===== src/rtl/cmpl_buf_pkg.sv =====
package cmpl_buf_pkg;

   typedef struct packed {
      logic fin;   // reported done
      logic exc;   // finished with exception
      logic br;    // predicted branch
      logic res;   // branch resolved
      logic wb;    // needs architected write port
   } cb_ent_t;

endpackage


===== src/rtl/cbuf_admit.sv =====
module cbuf_admit #(
   parameter int DEPTH  = 16,
   parameter int DISP_W = 4,
   parameter int MAX_BR = 4,
   localparam int CNTW  = $clog2(DEPTH + 1),
   localparam int DCW   = $clog2(DISP_W + 1)
) (
   input  logic [DCW-1:0]    req_cnt,
   input  logic [DISP_W-1:0] req_br,
   input  logic [CNTW-1:0]   used,
   input  logic [CNTW-1:0]   unres,
   input  logic              flush,
   output logic              ok,
   output logic [DCW-1:0]    take
);

   int br_in;

   always_comb begin
      br_in = 0;
      for (int i = 0; i < DISP_W; i++) begin
         if (i < int'(req_cnt) && req_br[i]) br_in = br_in + 1;
      end
      ok = !flush
           && (int'(req_cnt) <= DISP_W)
           && (int'(req_cnt) <= DEPTH - int'(used))
           && (int'(unres) + br_in <= MAX_BR);
      take = ok ? req_cnt : '0;
   end

endmodule


===== src/rtl/cbuf_retire_sel.sv =====
module cbuf_retire_sel #(
   parameter int RET_W = 4,
   localparam int RCW  = $clog2(RET_W + 1)
) (
   input  logic [RET_W-1:0] live,
   input  logic [RET_W-1:0] rdy,
   input  logic [RET_W-1:0] wb,
   input  logic [RET_W-1:0] exc,
   input  logic [RCW-1:0]   avail,
   output logic [RCW-1:0]   n,
   output logic             exc_hit
);

   int   k;
   int   p;
   logic stop;

   always_comb begin
      k       = 0;
      p       = 0;
      stop    = 1'b0;
      exc_hit = 1'b0;
      for (int i = 0; i < RET_W; i++) begin
         if (!stop) begin
            if (live[i] && rdy[i]
                && (p + int'(wb[i]) <= int'(avail))
                && (!exc[i] || i == 0)) begin
               k = k + 1;
               p = p + int'(wb[i]);
               if (exc[i]) begin
                  exc_hit = 1'b1;
                  stop    = 1'b1;
               end
            end else begin
               stop = 1'b1;
            end
         end
      end
      n = RCW'(k);
   end

endmodule


===== src/rtl/cmpl_buf.sv =====
module cmpl_buf #(
   parameter int DEPTH  = 16,
   parameter int DISP_W = 4,
   parameter int RET_W  = 4,
   parameter int FIN_N  = 4,
   parameter int MAX_BR = 4,
   localparam int IDXW  = $clog2(DEPTH),
   localparam int CNTW  = $clog2(DEPTH + 1),
   localparam int DCW   = $clog2(DISP_W + 1),
   localparam int RCW   = $clog2(RET_W + 1)
) (
   input  logic                  clk,
   input  logic                  rst_n,
   input  logic [DCW-1:0]        disp_cnt,
   input  logic [DISP_W-1:0]     disp_br,
   input  logic [DISP_W-1:0]     disp_wb,
   output logic                  disp_ok,
   output logic [IDXW-1:0]       disp_tag,
   input  logic [FIN_N-1:0]      fin_vld,
   input  logic [FIN_N*IDXW-1:0] fin_tag,
   input  logic [FIN_N-1:0]      fin_exc,
   input  logic                  br_vld,
   input  logic [IDXW-1:0]       br_tag,
   input  logic                  br_miss,
   input  logic [RCW-1:0]        wport_avail,
   output logic [RCW-1:0]        ret_cnt,
   output logic [IDXW-1:0]       ret_tag,
   output logic                  exc_out,
   output logic [IDXW-1:0]       exc_tag,
   output logic                  full,
   output logic [CNTW-1:0]       used
);
   import cmpl_buf_pkg::*;

   // elaboration-time parameter checks
   if ((DEPTH & (DEPTH - 1)) != 0 || DEPTH < 2) begin : g_bad_depth
      $error("cmpl_buf: DEPTH must be a power of two >= 2");
   end
   if (DISP_W > DEPTH || RET_W > DEPTH) begin : g_bad_width
      $error("cmpl_buf: group widths must not exceed DEPTH");
   end
   if (FIN_N < 1 || MAX_BR < 1) begin : g_bad_ports
      $error("cmpl_buf: FIN_N and MAX_BR must be at least 1");
   end

   cb_ent_t          ent [DEPTH];
   logic [IDXW-1:0]  head;
   logic [CNTW-1:0]  used_q;
   logic [IDXW-1:0]  tail;
   logic [CNTW-1:0]  unres;
   logic             flush;
   logic [DCW-1:0]   take;
   logic [RCW-1:0]   ret_n;
   logic             exc_hit;
   logic [CNTW-1:0]  cut_len;

   logic [RET_W-1:0] w_live, w_rdy, w_wb, w_exc;

   assign tail    = head + IDXW'(used_q);
   assign flush   = br_vld && br_miss;
   assign cut_len = CNTW'(IDXW'(br_tag - head)) + CNTW'(1);

   // view of the oldest RET_W entries, head first
   for (genvar gi = 0; gi < RET_W; gi++) begin : g_win
      logic [IDXW-1:0] idx;
      assign idx       = head + IDXW'(gi);
      assign w_live[gi] = (gi < int'(used_q));
      assign w_rdy[gi]  = ent[idx].fin && (!ent[idx].br || ent[idx].res);
      assign w_wb[gi]   = ent[idx].wb;
      assign w_exc[gi]  = ent[idx].exc;
   end

   // unresolved branches among live entries
   always_comb begin
      unres = '0;
      for (int j = 0; j < DEPTH; j++) begin
         if (j < int'(used_q)
             && ent[head + IDXW'(j)].br && !ent[head + IDXW'(j)].res)
            unres = unres + CNTW'(1);
      end
   end

   cbuf_admit #(
      .DEPTH  (DEPTH),
      .DISP_W (DISP_W),
      .MAX_BR (MAX_BR)
   ) u_admit (
      .req_cnt (disp_cnt),
      .req_br  (disp_br),
      .used    (used_q),
      .unres   (unres),
      .flush   (flush),
      .ok      (disp_ok),
      .take    (take)
   );

   cbuf_retire_sel #(
      .RET_W (RET_W)
   ) u_ret (
      .live    (w_live),
      .rdy     (w_rdy),
      .wb      (w_wb),
      .exc     (w_exc),
      .avail   (wport_avail),
      .n       (ret_n),
      .exc_hit (exc_hit)
   );

   always_ff @(posedge clk) begin
      if (!rst_n) begin
         head   <= '0;
         used_q <= '0;
         for (int e = 0; e < DEPTH; e++) ent[e] <= '0;
      end else begin
         head <= head + IDXW'(ret_n);
         if (flush)
            used_q <= cut_len - CNTW'(ret_n);
         else
            used_q <= used_q + CNTW'(take) - CNTW'(ret_n);

         for (int l = 0; l < DISP_W; l++) begin
            if (l < int'(take)) begin
               ent[tail + IDXW'(l)] <= '{fin: 1'b0, exc: 1'b0,
                                         br: disp_br[l], res: 1'b0,
                                         wb: disp_wb[l]};
            end
         end

         for (int f = 0; f < FIN_N; f++) begin
            if (fin_vld[f]) begin
               ent[fin_tag[f*IDXW +: IDXW]].fin <= 1'b1;
               if (fin_exc[f]) ent[fin_tag[f*IDXW +: IDXW]].exc <= 1'b1;
            end
         end

         if (br_vld) begin
            ent[br_tag].res <= 1'b1;
            ent[br_tag].fin <= 1'b1;
         end
      end
   end

   assign disp_tag = tail;
   assign ret_cnt  = ret_n;
   assign ret_tag  = head;
   assign exc_out  = exc_hit;
   assign exc_tag  = head;
   assign full     = (used_q == CNTW'(DEPTH));
   assign used     = used_q;

endmodule


===== config.mk =====
export PLATFORM = sky130hd
export DESIGN_NAME = cmpl_buf
export DESIGN_NICKNAME = d
export VERILOG_FILES = /design/src/rtl/cmpl_buf_pkg.sv /design/src/rtl/cbuf_admit.sv /design/src/rtl/cbuf_retire_sel.sv /design/src/rtl/cmpl_buf.sv
export SDC_FILE = /design/constraint.sdc
export NUM_CORES = 1
export LEC_CHECK = 0
export CORE_MARGIN = 3
export CORE_UTILIZATION = 26
export CTS_BUF_LIST = sky130_fd_sc_hd__clkbuf_4 sky130_fd_sc_hd__clkbuf_8 sky130_fd_sc_hd__clkbuf_16
export DETAILED_ROUTE_END_ITERATION = 10
export PLACE_DENSITY = 0.52
export SLEW_MARGIN = 15
export SYNTH_ARGS = -nofsm -noshare
export SYNTH_HDL_FRONTEND = slang
export SYNTH_HIERARCHICAL = 1
export SYNTH_SLANG_ARGS = --single-unit
export TNS_END_PERCENT = 50

===== constraint.sdc =====
create_clock -name clk -period 28.9 [get_ports clk]
set_clock_uncertainty 0.15 [all_clocks]
set_input_delay 4.335 -clock clk [delete_from_list [all_inputs] [get_ports clk]]
set_output_delay 4.335 -clock clk [all_outputs]
set_load 0.05 [all_outputs]

# --- Yosys cells after proc, flatten, opt, wreduce, memory -nomap -nowiden ---
# Memories as Yosys holds them, arrays and structs flattened. A register that Yosys moved wholly into a read port is not among the register bits.
# Cells that the tools add are included.
# W data, S select, Z words.
op_classes:
  add_sub_neg: 51
  magnitude_cmp: 31
  eq_ne: 1
  muxes: 124
  reduce_logical: 92
op_table:
  columns: ["operator", "count"]
  rows:
  - ["$mux W32", 7]
  - ["$mux W5", 25]
  - ["$le A32 B4 Y1", 3]
  - ["$add A5 B1 Y5 const B", 15]
  - ["$mux W1", 70]
  - ["$add A32 B2 Y32", 2]
  - ["$add A32 B2 Y32 const B", 2]
  - ["$logic_and A1 B1 Y1", 55]
  - ["$reduce_or A5 Y1", 9]
  - ["$lt A4 B5 Y1 const A", 8]
  - ["$mux W4", 10]
  - ["$mux W3", 11]
  - ["$add A4 B4 Y4 const B", 8]
  - ["$add A6 B32 Y32", 1]
  - ["$le A32 B4 Y1 const B", 1]
  - ["$le A4 B32 Y1", 1]
  - ["$logic_not A1 Y1", 24]
  - ["$lt A3 B5 Y1 const A", 4]
  - ["$add A4 B2 Y4 const B", 4]
  - ["$add A4 B3 Y4 const B", 4]
  - ["$lt A1 B3 Y1 const A", 4]
  - ["$lt A2 B3 Y1 const A", 4]
  - ["$lt A1 B5 Y1 const A", 2]
  - ["$lt A2 B5 Y1 const A", 2]
  - ["16 further kinds", 23]
totals:
  reg_bits: 9
  mem_bits_rw: 80
  inputBits: 46
  output_inout_bits: 23
  word_cells: 302
  n_memories: 1
mem_list:
  columns: ["name", "words", "word_bits", "read_ports", "rd_clocked_by_memory_dff", "wr", "line_no", "rtl"]
  rows:
  - ["ent", 16, 5, 16, 1, 16, "cmpl_buf.sv:46", "cb_ent_t ent [DEPTH];"]

# --- Longest topological paths before layout ---
# Gate-level depths: netlist of run 1.
depth:
  depth_word: 44
  mapped_depth: 67
  ltp_nobuf: 64

# --- Hierarchy ---
# Netlist of run 1, hierarchy kept.
by_module_without_submodules:
  columns: ["module", "n_inst", "cells_each", "area_each_um2", "seq_area_each_um2"]
  rows:
  - ["cmpl_buf", 1, 1255, 10919.2, 2102.0]
  - ["cbuf_retire_sel", 1, 71, 588.1, 0.0]
  - ["cbuf_admit", 1, 58, 457.9, 0.0]

# --- Worst setup path after synthesis of run 1 ---
# No wires, ideal clock.
synth_timing:
  path_type: "input port to output port"
  from: "input port wport_avail[0]"
  to: "output port ret_cnt[1]"
  arrival_time_ns: 10.820
  required_time_ns: 24.415
  slack_ns: 13.595
  path_stages: 26
  n_path_buf: 0
  path_cell_list: "ha_1 -> nor4_4 -> nor3_1 -> ha_1 -> inv_1 -> ha_1 -> a21oi_1 -> o21ai_4 -> nand4b_4 -> mux2_4 -> ha_1 -> ha_1 -> ha_1 -> a211oi_1 -> o21ai_1 -> nor2_1 -> mux2_2 -> ha_1 -> ha_1 -> xor2_1 -> ha_1 -> nand3_1 -> o21ai_0 -> o21a_1 -> mux2i_1 -> o31ai_1"
synth_between:
  elab_chain_len: 21
  elab_cells_between_ends: 34
  classes_between: "6 x add/sub; 4 x order compare; 17 x mux; 7 x reduce/logical"
synth_rtl:
  columns: ["element", "line_no", "rtl"]
  rows:
  - ["start: declaration", "cmpl_buf.sv:25", "input logic [RCW-1:0] wport_avail,"]
  - ["$le A1 B3 Y1", "cbuf_retire_sel.sv:26", "&& (p + int'(wb[i]) <= int'(avail))"]
  - ["$logic_and A1 B1 Y1", "cbuf_retire_sel.sv:26", null]
  - ["$mux W1", "cbuf_retire_sel.sv:25", "if (live[i] && rdy[i]"]
  - ["$add A1 B1 Y2", "cbuf_retire_sel.sv:26, cbuf_retire_sel.sv:29", null]
  - ["$le A32 B4 Y1", "cbuf_retire_sel.sv:26", null]
  - ["$logic_and A1 B1 Y1", "cbuf_retire_sel.sv:26", null]
  - ["$logic_and A1 B1 Y1", "cbuf_retire_sel.sv:27", "&& (!exc[i] || i == 0)) begin"]
  - ["$mux W32", "cbuf_retire_sel.sv:25", null]
  - ["(+5 left out)", null, null]
  - ["$mux W32", "cbuf_retire_sel.sv:25", null]
  - ["$mux W32", "cbuf_retire_sel.sv:24", "if (!stop) begin"]
  - ["$add A32 B2 Y32", "cbuf_retire_sel.sv:26", null]
  - ["$le A32 B4 Y1", "cbuf_retire_sel.sv:26", null]
  - ["$logic_and A1 B1 Y1", "cbuf_retire_sel.sv:26", null]
  - ["$logic_and A1 B1 Y1", "cbuf_retire_sel.sv:27", null]
  - ["$mux W3", "cbuf_retire_sel.sv:25", null]
  - ["$mux W3 *", "cbuf_retire_sel.sv:24", null]
  - ["end: declaration", "cmpl_buf.sv:26", "output logic [RCW-1:0] ret_cnt,"]
# Mark *: on every way between the ends. The rest lies on a longest branch, timed or not.

# --- Worst setup path in the final report of run 1 ---
layout_timing:
  from: "register head[0] (netlist: exc_tag[0])"
  to: "output port disp_ok"
layout_between:
  elab_chain_len: 36
  elab_cells_between_ends: 93
  classes_between: "30 x add/sub; 1 x order compare; 15 x mux; 46 x reduce/logical; 1 x memory"
layout_rtl:
  columns: ["element", "line_no", "rtl"]
  rows:
  - ["start: declaration", "cmpl_buf.sv:47", "logic [IDXW-1:0] head;"]
  - ["start signal: assignment", "cmpl_buf.sv:115", "head <= head + IDXW'(ret_n);"]
  - ["$add A4 B1 Y4", "cmpl_buf.sv:78", "&& ent[head + IDXW'(j)].br && !ent[head + IDXW'(j)].res)"]
  - ["$mem_v2 Z16 W5 *", null, null]
  - ["$logic_and A1 B1 Y1 or $logic_not A1 Y1 (tied branches)", "cmpl_buf.sv:78", null]
  - ["$logic_and A1 B1 Y1", "cmpl_buf.sv:78", null]
  - ["$mux W5", "cmpl_buf.sv:77", "if (j < int'(used_q)"]
  - ["$add A5 B1 Y5", "cmpl_buf.sv:79", "unres = unres + CNTW'(1);"]
  - ["$mux W5", "cmpl_buf.sv:77", null]
  - ["$add A5 B1 Y5", "cmpl_buf.sv:79", null]
  - ["(+21 left out)", null, null]
  - ["$add A5 B1 Y5", "cmpl_buf.sv:79", null]
  - ["$mux W5", "cmpl_buf.sv:77", null]
  - ["$add A5 B1 Y5", "cmpl_buf.sv:79", null]
  - ["$mux W5 *", "cmpl_buf.sv:77", null]
  - ["named net unres[4]", "cmpl_buf.sv:50", "logic [CNTW-1:0] unres;"]
  - ["$add A6 B32 Y32 *", "cbuf_admit.sv:27", "&& (int'(unres) + br_in <= MAX_BR);"]
  - ["$le A32 B4 Y1 *", "cbuf_admit.sv:27", null]
  - ["$logic_and A1 B1 Y1 *", "cbuf_admit.sv:27", null]
  - ["end: declaration", "cmpl_buf.sv:17", "output logic disp_ok,"]
# Mark *: on every way through the listed nets, which the timed path passes. The rest lies on a longest branch.

==> results of run 1 <==
cell type report:
type,count,share of cell area
multi-input cells,1111,0.674
clock inverters,6,0.00568
clock buffers,10,0.0173
well taps,592,0.0551
inverters,114,0.0318
repair buffers,83,0.0590
flip-flops and latches,89,0.157
synthesized netlist by cell type (9+ instances only):
master | n | area, sq um
inv_1 | 110 | 413
a211oi_1 | 17 | 128
o211ai_1 | 12 | 90.1
a32o_1 | 15 | 150
nor3_1 | 36 | 180
a211o_1 | 9 | 78.8
nor2_1 | 133 | 499
ha_1 | 76 | 951
nand3_1 | 36 | 180
mux2i_1 | 45 | 450
nor2b_1 | 32 | 200
dfxtp_1 | 57 | 1140
and3_1 | 12 | 75.1
nand2_1 | 128 | 480
clkbuf_1 | 39 | 146
o21ai_0 | 61 | 305
a21o_1 | 9 | 67.6
o22ai_1 | 31 | 194
a2111oi_0 | 9 | 78.8
o221ai_1 | 35 | 307
a31oi_1 | 11 | 68.8
and2_1 | 11 | 68.8
nand2b_1 | 28 | 175
buf_1 | 11 | 41.3
mux4_2 | 66 | 1490
a221o_1 | 17 | 170
xnor2_1 | 42 | 368
xor2_1 | 30 | 263
a21oi_1 | 41 | 205
or3_1 | 9 | 56.3
edfxtp_1 | 32 | 961
routing by layer:
| layer | global-route usage | up-vias | wire length, microns | part of all wire |
|---|---|---|---|---|
| met5 | 0 | - | 0 | 0 |
| met1 | 0.234 | 5397 | 18500 | 0.44 |
| li1 | - | 5250 | - | - |
| met3 | 0.0227 | 80 | 2820 | 0.067 |
| met2 | 0.282 | 500 | 19400 | 0.46 |
| met4 | 0.0510 | 0 | 1100 | 0.026 |
worst min-delay path, delay by kind of cell (launching register included):
kind | cells | cell delay [ns]
flops | 1 | 0.33
simple gates | 2 | 0.10
path summary, 6_finish.rpt:
check             depth (start not counted)          to  slack, ns
setup / recovery                         53     disp_ok      12.38
hold / removal                            2   ent[0][1]       0.33
setup reg to reg                         59  ent[14][2]      15.13
hold reg to reg                           2   ent[0][1]       0.33
state kept, by name, summed over array words and instances (netlist names):
name     cells
exc_tag      4
ent         80
used         5
cells in the final DEF (no fill, tap or decap), drive strengths merged, types with 9 or more instances in the layout:
| master | Yosys | final |
|---|---|---|
| ha | 76 | 76 |
| o221ai | 36 | 36 |
| a32o | 15 | 15 |
| buf | 30 | 15 |
| a31oi | 12 | 12 |
| a21oi | 41 | 41 |
| nand2 | 129 | 129 |
| nand2b | 28 | 28 |
| xnor2 | 51 | 51 |
| clkdlybuf4s50 | 0 | 68 |
| o21ai | 65 | 65 |
| and3 | 13 | 13 |
| o211ai | 12 | 12 |
| nor2b | 32 | 32 |
| mux4 | 68 | 68 |
| a221o | 17 | 17 |
| a211o | 9 | 9 |
| and2 | 12 | 12 |
| nor2 | 137 | 137 |
| dfxtp | 57 | 57 |
| edfxtp | 32 | 32 |
| inv | 112 | 114 |
| o22ai | 32 | 32 |
| or3 | 11 | 11 |
| mux2i | 47 | 47 |
| xor2 | 35 | 35 |
| a2111oi | 10 | 10 |
| nand3 | 36 | 36 |
| nor3 | 36 | 36 |
| clkbuf | 40 | 10 |
| a21o | 11 | 11 |
| a211oi | 17 | 17 |
kinds of logic after synthesis:
logic type               share of synthesized area
AO/OA/AOI/OAI                                0.206
XOR/XNOR                                    0.0796
adder cells (fa/ha/maj)                     0.0929
buffers and inverters                       0.0673
flip-flops                                   0.176
multiplexers                                 0.177
other                                     0.000313
AND/OR/NAND/NOR                              0.202
power by group through the flow:
stage               combinational [W]  sequential [W]  clock [W]
global route                  0.00123        0.000178   0.000133
finish                        0.00110        0.000176   0.000125
CTS                           0.00110        0.000175   0.000127
detailed placement            0.00110        0.000178          0
global placement              0.00109        0.000177          0
floorplan                    0.000882        0.000174          0
per-stage QoR:
| stage | util | hold WS, ns | cell area [sq um] | setup WS [ns] | power (W) |
|---|---|---|---|---|---|
| final | 0.300 | 0.327 | 13400 | 12.38 | 0.00141 |
| after global routing | 0.300 | 0.353 | 13400 | 11.58 | 0.00154 |
| after CTS | 0.300 | 0.331 | 13400 | 12.40 | 0.00141 |
| after detailed placement | 0.293 | 0.320 | 13100 | 12.45 | 0.00127 |
| after global placement | 0.293 | 0.318 | 13100 | 12.61 | 0.00126 |
| after floorplan | - | 0.281 | 12000 | 13.59 | 0.00106 |
==> summary.txt, run 1 <==
Final layout
  – Multi-input gate area: 9060 sq um
  – Ant diodes: 0
  – Area growth from synthesis to layout: 12.3%
  – Seq. cell area: 2110 sq um
  – Fillers: 4717
  – Final Instance Count excl. Fillers: around 2000
  – Share of cells above drive strength 1: 0.115
  – Nets: roughly 1500

Critical path
  – Critical Path Max Stage Delay: 0.80 ns
  – Worst Path Arrival: ~12 ns
  – CP max FO: 30
  – Most frequent CP cell: ha_1
  – CP Class: reg2out
  – Max stage delay cell, worst path: clkdlybuf4s50_1
  – CP bufs+invs: 5
  – CP delay by family, top: adder cells
  – Worst setup path startpoint: exc_tag[0]
  – Reg2reg start: exc_tag[0]
  – Setup crit start kind: register
  – Worst path required time: ~24 ns
  – Setup crit end kind: primary output

Timing
  – Fmax: between 60 and 70 MHz
  – Setup TNS: 0 ns
  – Hold Fails Final Rpt: 0
  – Worst slew pin tran: 1.21 ns
  – Finish-stage setup viols: 0
  – Min cycle time layout: roughly 17 ns
  – RSZ-0062 raised after global routing: false
  – Max-slew headroom: 0.182
  – Pins Over Slew Limit: 0
  – Final period utilization: 0.572

CTS
  – Resize count post-CTS: 0
  – Clock-pin slew on the worst setup and hold paths: around 0.070 ns
  – Clock Latency Late Sink: approximately 0.36 ns
  – CTS tree: built
  – H-tree depth: 3
  – CTS buffer count: 9
  – Max Buffers Root-to-Sink: 2
  – Clock Sinks: 89
  – Post-CTS Setup Bufs: 0
  – Cts hold-fix bufs: 0
  – Root buf cell: clkbuf_16

Drt
  – Starting DRT DRC Count: ~1400
  – Via-per-instance ratio: 5.60
  – Routed wire length: between 40000 and 50000 microns
  – Final ANT Viol Nets: 0
  – DR vias: roughly 11000
  – First-pass DRT Iterations: 5
  – Avg WL per Cell: 20.9 microns
  – # DRC: 0

Power
  – PD cells: 105 nW/um^2
  – Power share of the clock group: 0.089
  – Int Power: between 0.0006 and 0.0007 W
  – Sequential share of power: 0.125
  – Leak Pwr: between 4 and 5 nW
  – Worst IR Drop VDD: between 0.07 and 0.08 mV
  – Switching fraction of total power: 0.515
  – Net Switching: around 0.00072 W
  – Comb power frac: 0.786

Run
  – Total of max-cap violations: 0

Synthesis
  – Synth Area per Inst: roughly 8.6 sq um
  – Post-synth EDFFs: 32
  – Flops & latches, synth: between 80 and 90
  – Synth warn: 6
  – Post-Synthesis Cells: around 1400
  – Post-synth top flop: dfxtp_1
  – Post-Syn Nets: around 1500
  – Synth async-reset ratio: 0
  – Post-synthesis cell type count: between 100 and 150
  – Synthesized area: around 12000 sq um
  – Sequential share of the synthesized area: 0.176

Floorplan
  – CORE AREA: between 40000 and 50000 sq um
  – Ports: just under 70
  – Die height: about 220 microns
  – Row count: slightly below 80
  – Starting density of the core: 0.267
  – Total die area: between 40000 and 50000 sq um
  – Die Width: between 200 and 250 microns

Placement
  – Gpl congestion: between 0.9 and 1
  – Placed insts: slightly below 2000
  – # port buffers: between 60 and 70
  – DP HPWL: approximately 33000 microns

Global routing
  – Grt total ovfl: 0
  – Initial antenna violation count: 0
  – Gr usage total: 0.171
  – Vias in the first global route: ~11000
  – First-pass GRT wire length: between 60000 and 70000 microns
  – Largest net degree at the start of global routing: 52

Outcome
  – Status: finished clean

Min path
  – Worst hold path startpoint: ent[0][1]
  – Min-delay worst type: reg2reg
(Power assumes the default switching activity.)
==> run 2, diff against run 1 <==
==> constraint.sdc (replaced) <==
create_clock -name clk -period 15.9 [get_ports clk]
set_clock_uncertainty 0.15 [all_clocks]
set_input_delay 2.385 -clock clk [delete_from_list [all_inputs] [get_ports clk]]
set_output_delay 2.385 -clock clk [all_outputs]
set_load 0.05 [all_outputs]
==> run 2 against run 1 <==
Effect of this change: global-route usage is 0.084 points higher; clock power is 71% higher; sequential cell count stayed put; die area stayed put; largest cell class unchanged.
==> summary.txt, run 2 (synthesis gave the netlist of run 1 again) <==
Outcome
  – Status: finished clean

Power
  – PD cells: 191 nW/um^2 (+82%)
  – Worst IR Drop VDD: 0.119 mV (+67%)
  – Leak Pwr: 4.80 nW (+0.23%)

Drt
  – Routed wire length: 42200 microns (+0.68%)
  – Starting DRT DRC Count: 1359 (-5.6%)
  – First-pass DRT Iterations: 6 (+1)
  – Final ANT Viol Nets: 0 (unchanged)
  – # DRC: 0 (unchanged)
  – Via-per-instance ratio: 5.59 (about the same)
  – DR vias: 11200 (+0.12%)
  – Avg WL per Cell: 21.0 microns (+0.48%)

Final layout
  – Seq. cell area: 2110 sq um (unchanged)
  – Max FFs per register: 80 (unchanged)
  – Fillers: 4755 (+0.81%)
  – Commonest cells after routing, fill and taps aside: nor2_1, nand2_1, inv_1
  – Most common cell after layout, fill and taps aside: nor2_1
  – Area growth from synthesis to layout: 12.5%
  – Design area: 13500 sq um (+0.11%)
  – Share of cells above drive strength 1: 0.119 (+0.00391)
  – Multi-input gate area: 9070 sq um (about the same)
  – Ant diodes: 0 (unchanged)
  – Largest reg by FF count: ent
  – Nets: 1542 (+0.26%)

Critical path
  – Setup crit end kind: primary output
  – Worst path required time: 13.37 ns (-11.05 ns)
  – CP Class: reg2out
  – Max stage delay cell, worst path: clkdlybuf4s50_1
  – Critical Path Max Stage Delay: 0.79 ns (about the same)
  – Setup crit start kind: register
  – Most frequent CP cell: ha_1
  – Worst Path Arrival: 12.28 ns (+0.24 ns)
  – CP max FO: 19 (-37%)

CTS
  – Post-CTS Setup Bufs: 0 (unchanged)
  – CTS buffer count: 9 (unchanged)
  – CTS tree: built
  – Clock Latency Late Sink: 0.36 ns (about the same)
  – Max Buffers Root-to-Sink: 2 (unchanged)
  – Root buf cell: clkbuf_16
  – Clock Sinks: 89 (unchanged)
  – Clock-pin slew on the worst setup and hold paths: 0.07 ns (about the same)
  – H-tree depth: 3 (unchanged)

Placement
  – Gpl congestion: 0.920 (-3.3%)
  – # port buffers: 68 (unchanged)
  – Area post-placement: 13200 sq um (+0.23%)
  – DP HPWL: 33700 microns (+0.77%)
  – Placement Setup Slack: 1.37 ns (-11.07 ns)

Run
  – Total of max-cap violations: 0 (unchanged)

Timing
  – Worst slew pin tran: 1.19 ns (-0.0203 ns)
  – Finish-stage setup viols: 0 (unchanged)
  – Max-slew headroom: 0.195 (+0.0137)
  – Final period utilization: 0.931
  – Min cycle time layout: roughly 15 ns
  – Pins Over Slew Limit: 0 (unchanged)
  – Hold Fails Final Rpt: 0 (unchanged)
  – Fmax: between 60 and 70 MHz
  – Setup TNS: 0 ns (unchanged)
  – RSZ-0062 raised after global routing: false
  – Setup WS post-layout: 1.09 ns (-11.29 ns)

Floorplan
  – Ports: 69 (unchanged)
  – Row count: 77 (unchanged)
  – CORE AREA: 44800 sq um (unchanged)
  – Die Width: 221 microns (unchanged)
  – Total die area: 48600 sq um (unchanged)
  – Die height: 221 microns (unchanged)
  – Starting density of the core: 0.267 (unchanged)

Global routing
  – Largest net degree at the start of global routing: 42 (-19%)
  – Grt total ovfl: 0 (unchanged)
  – Gr usage total: 0.172 (+0.000839)
  – Initial antenna violation count: 0 (unchanged)
  – First-pass GRT wire length: 64800 microns (+0.70%)
  – Vias in the first global route: 10900 (+3.2%)

Min path
  – Min-delay worst type: reg2reg
-- run 2: final timing paths --
path / start / to / slack, ns / cells after the start
worst max-delay path: exc_tag[1] / disp_ok / 1.09 / 53
worst min-delay path: ent[0][1] / ent[0][1] / 0.33 / 2
worst max register to register: exc_tag[1] / ent[10][2] / 1.74 / 59
worst min register to register: ent[0][1] / ent[0][1] / 0.33 / 2
-- run 2: stage by stage --
stage / total power [W] / instances / util / hold WS, ns
global placement: 0.00230 / 1993 / 0.294 / 0.309
global route: 0.00281 / 2009 / 0.300 / 0.350
detailed placement: 0.00233 / 1993 / 0.294 / 0.312
floorplan: 0.00192 / 1384 / - / 0.281
finish: 0.00257 / 2009 / 0.300 / 0.329
CTS: 0.00255 / 2009 / 0.300 / 0.324
-- run 2: repair_timing --
action	4_1_cts	5_1_grt
hold buffers	0	0
gates resized for setup	0	2
setup endpoints to repair	0	1
-- run 2: cell type report --
cell class | instances | area share
Clock buffer | 10 | 0.0173
Clock inverter | 6 | 0.00418
Inverter | 114 | 0.0318
Multi-Input combinational cell | 1111 | 0.674
Sequential cell | 89 | 0.157
Tap cell | 592 | 0.0550
Timing Repair Buffer | 87 | 0.0612
-- run 2: power breakdown --
part / switching [W] / leakage, nW / internal [W] / total [W]
combinational: 0.00119 / 3.86 / 0.000847 / 0.00203
clock: 0.000103 / 0.141 / 0.000112 / 0.000214
sequential: 0.0000464 / 0.797 / 0.000272 / 0.000318
-- run 2: routing by layer --
metal	track usage	wire (microns)	vias up	part of all wire
met5	0	0	-	0
met4	0.0531	1220	0	0.029
met3	0.0168	2450	68	0.058
met2	0.287	19700	469	0.47
met1	0.235	18800	5458	0.45
li1	-	-	5245	-
-- run 2: critical path: cells and delay by family, from the launching register on --
kind | cells | cell delay (ns)
adders and majority gates | 10 | 3.18
AOI/OAI and AO/OA | 16 | 3.01
and+or+nand+nor | 11 | 1.66
xor gates and xnor gates | 8 | 1.34
buffers and inverters | 5 | 1.31
muxes | 3 | 0.81
DFF | 1 | 0.61
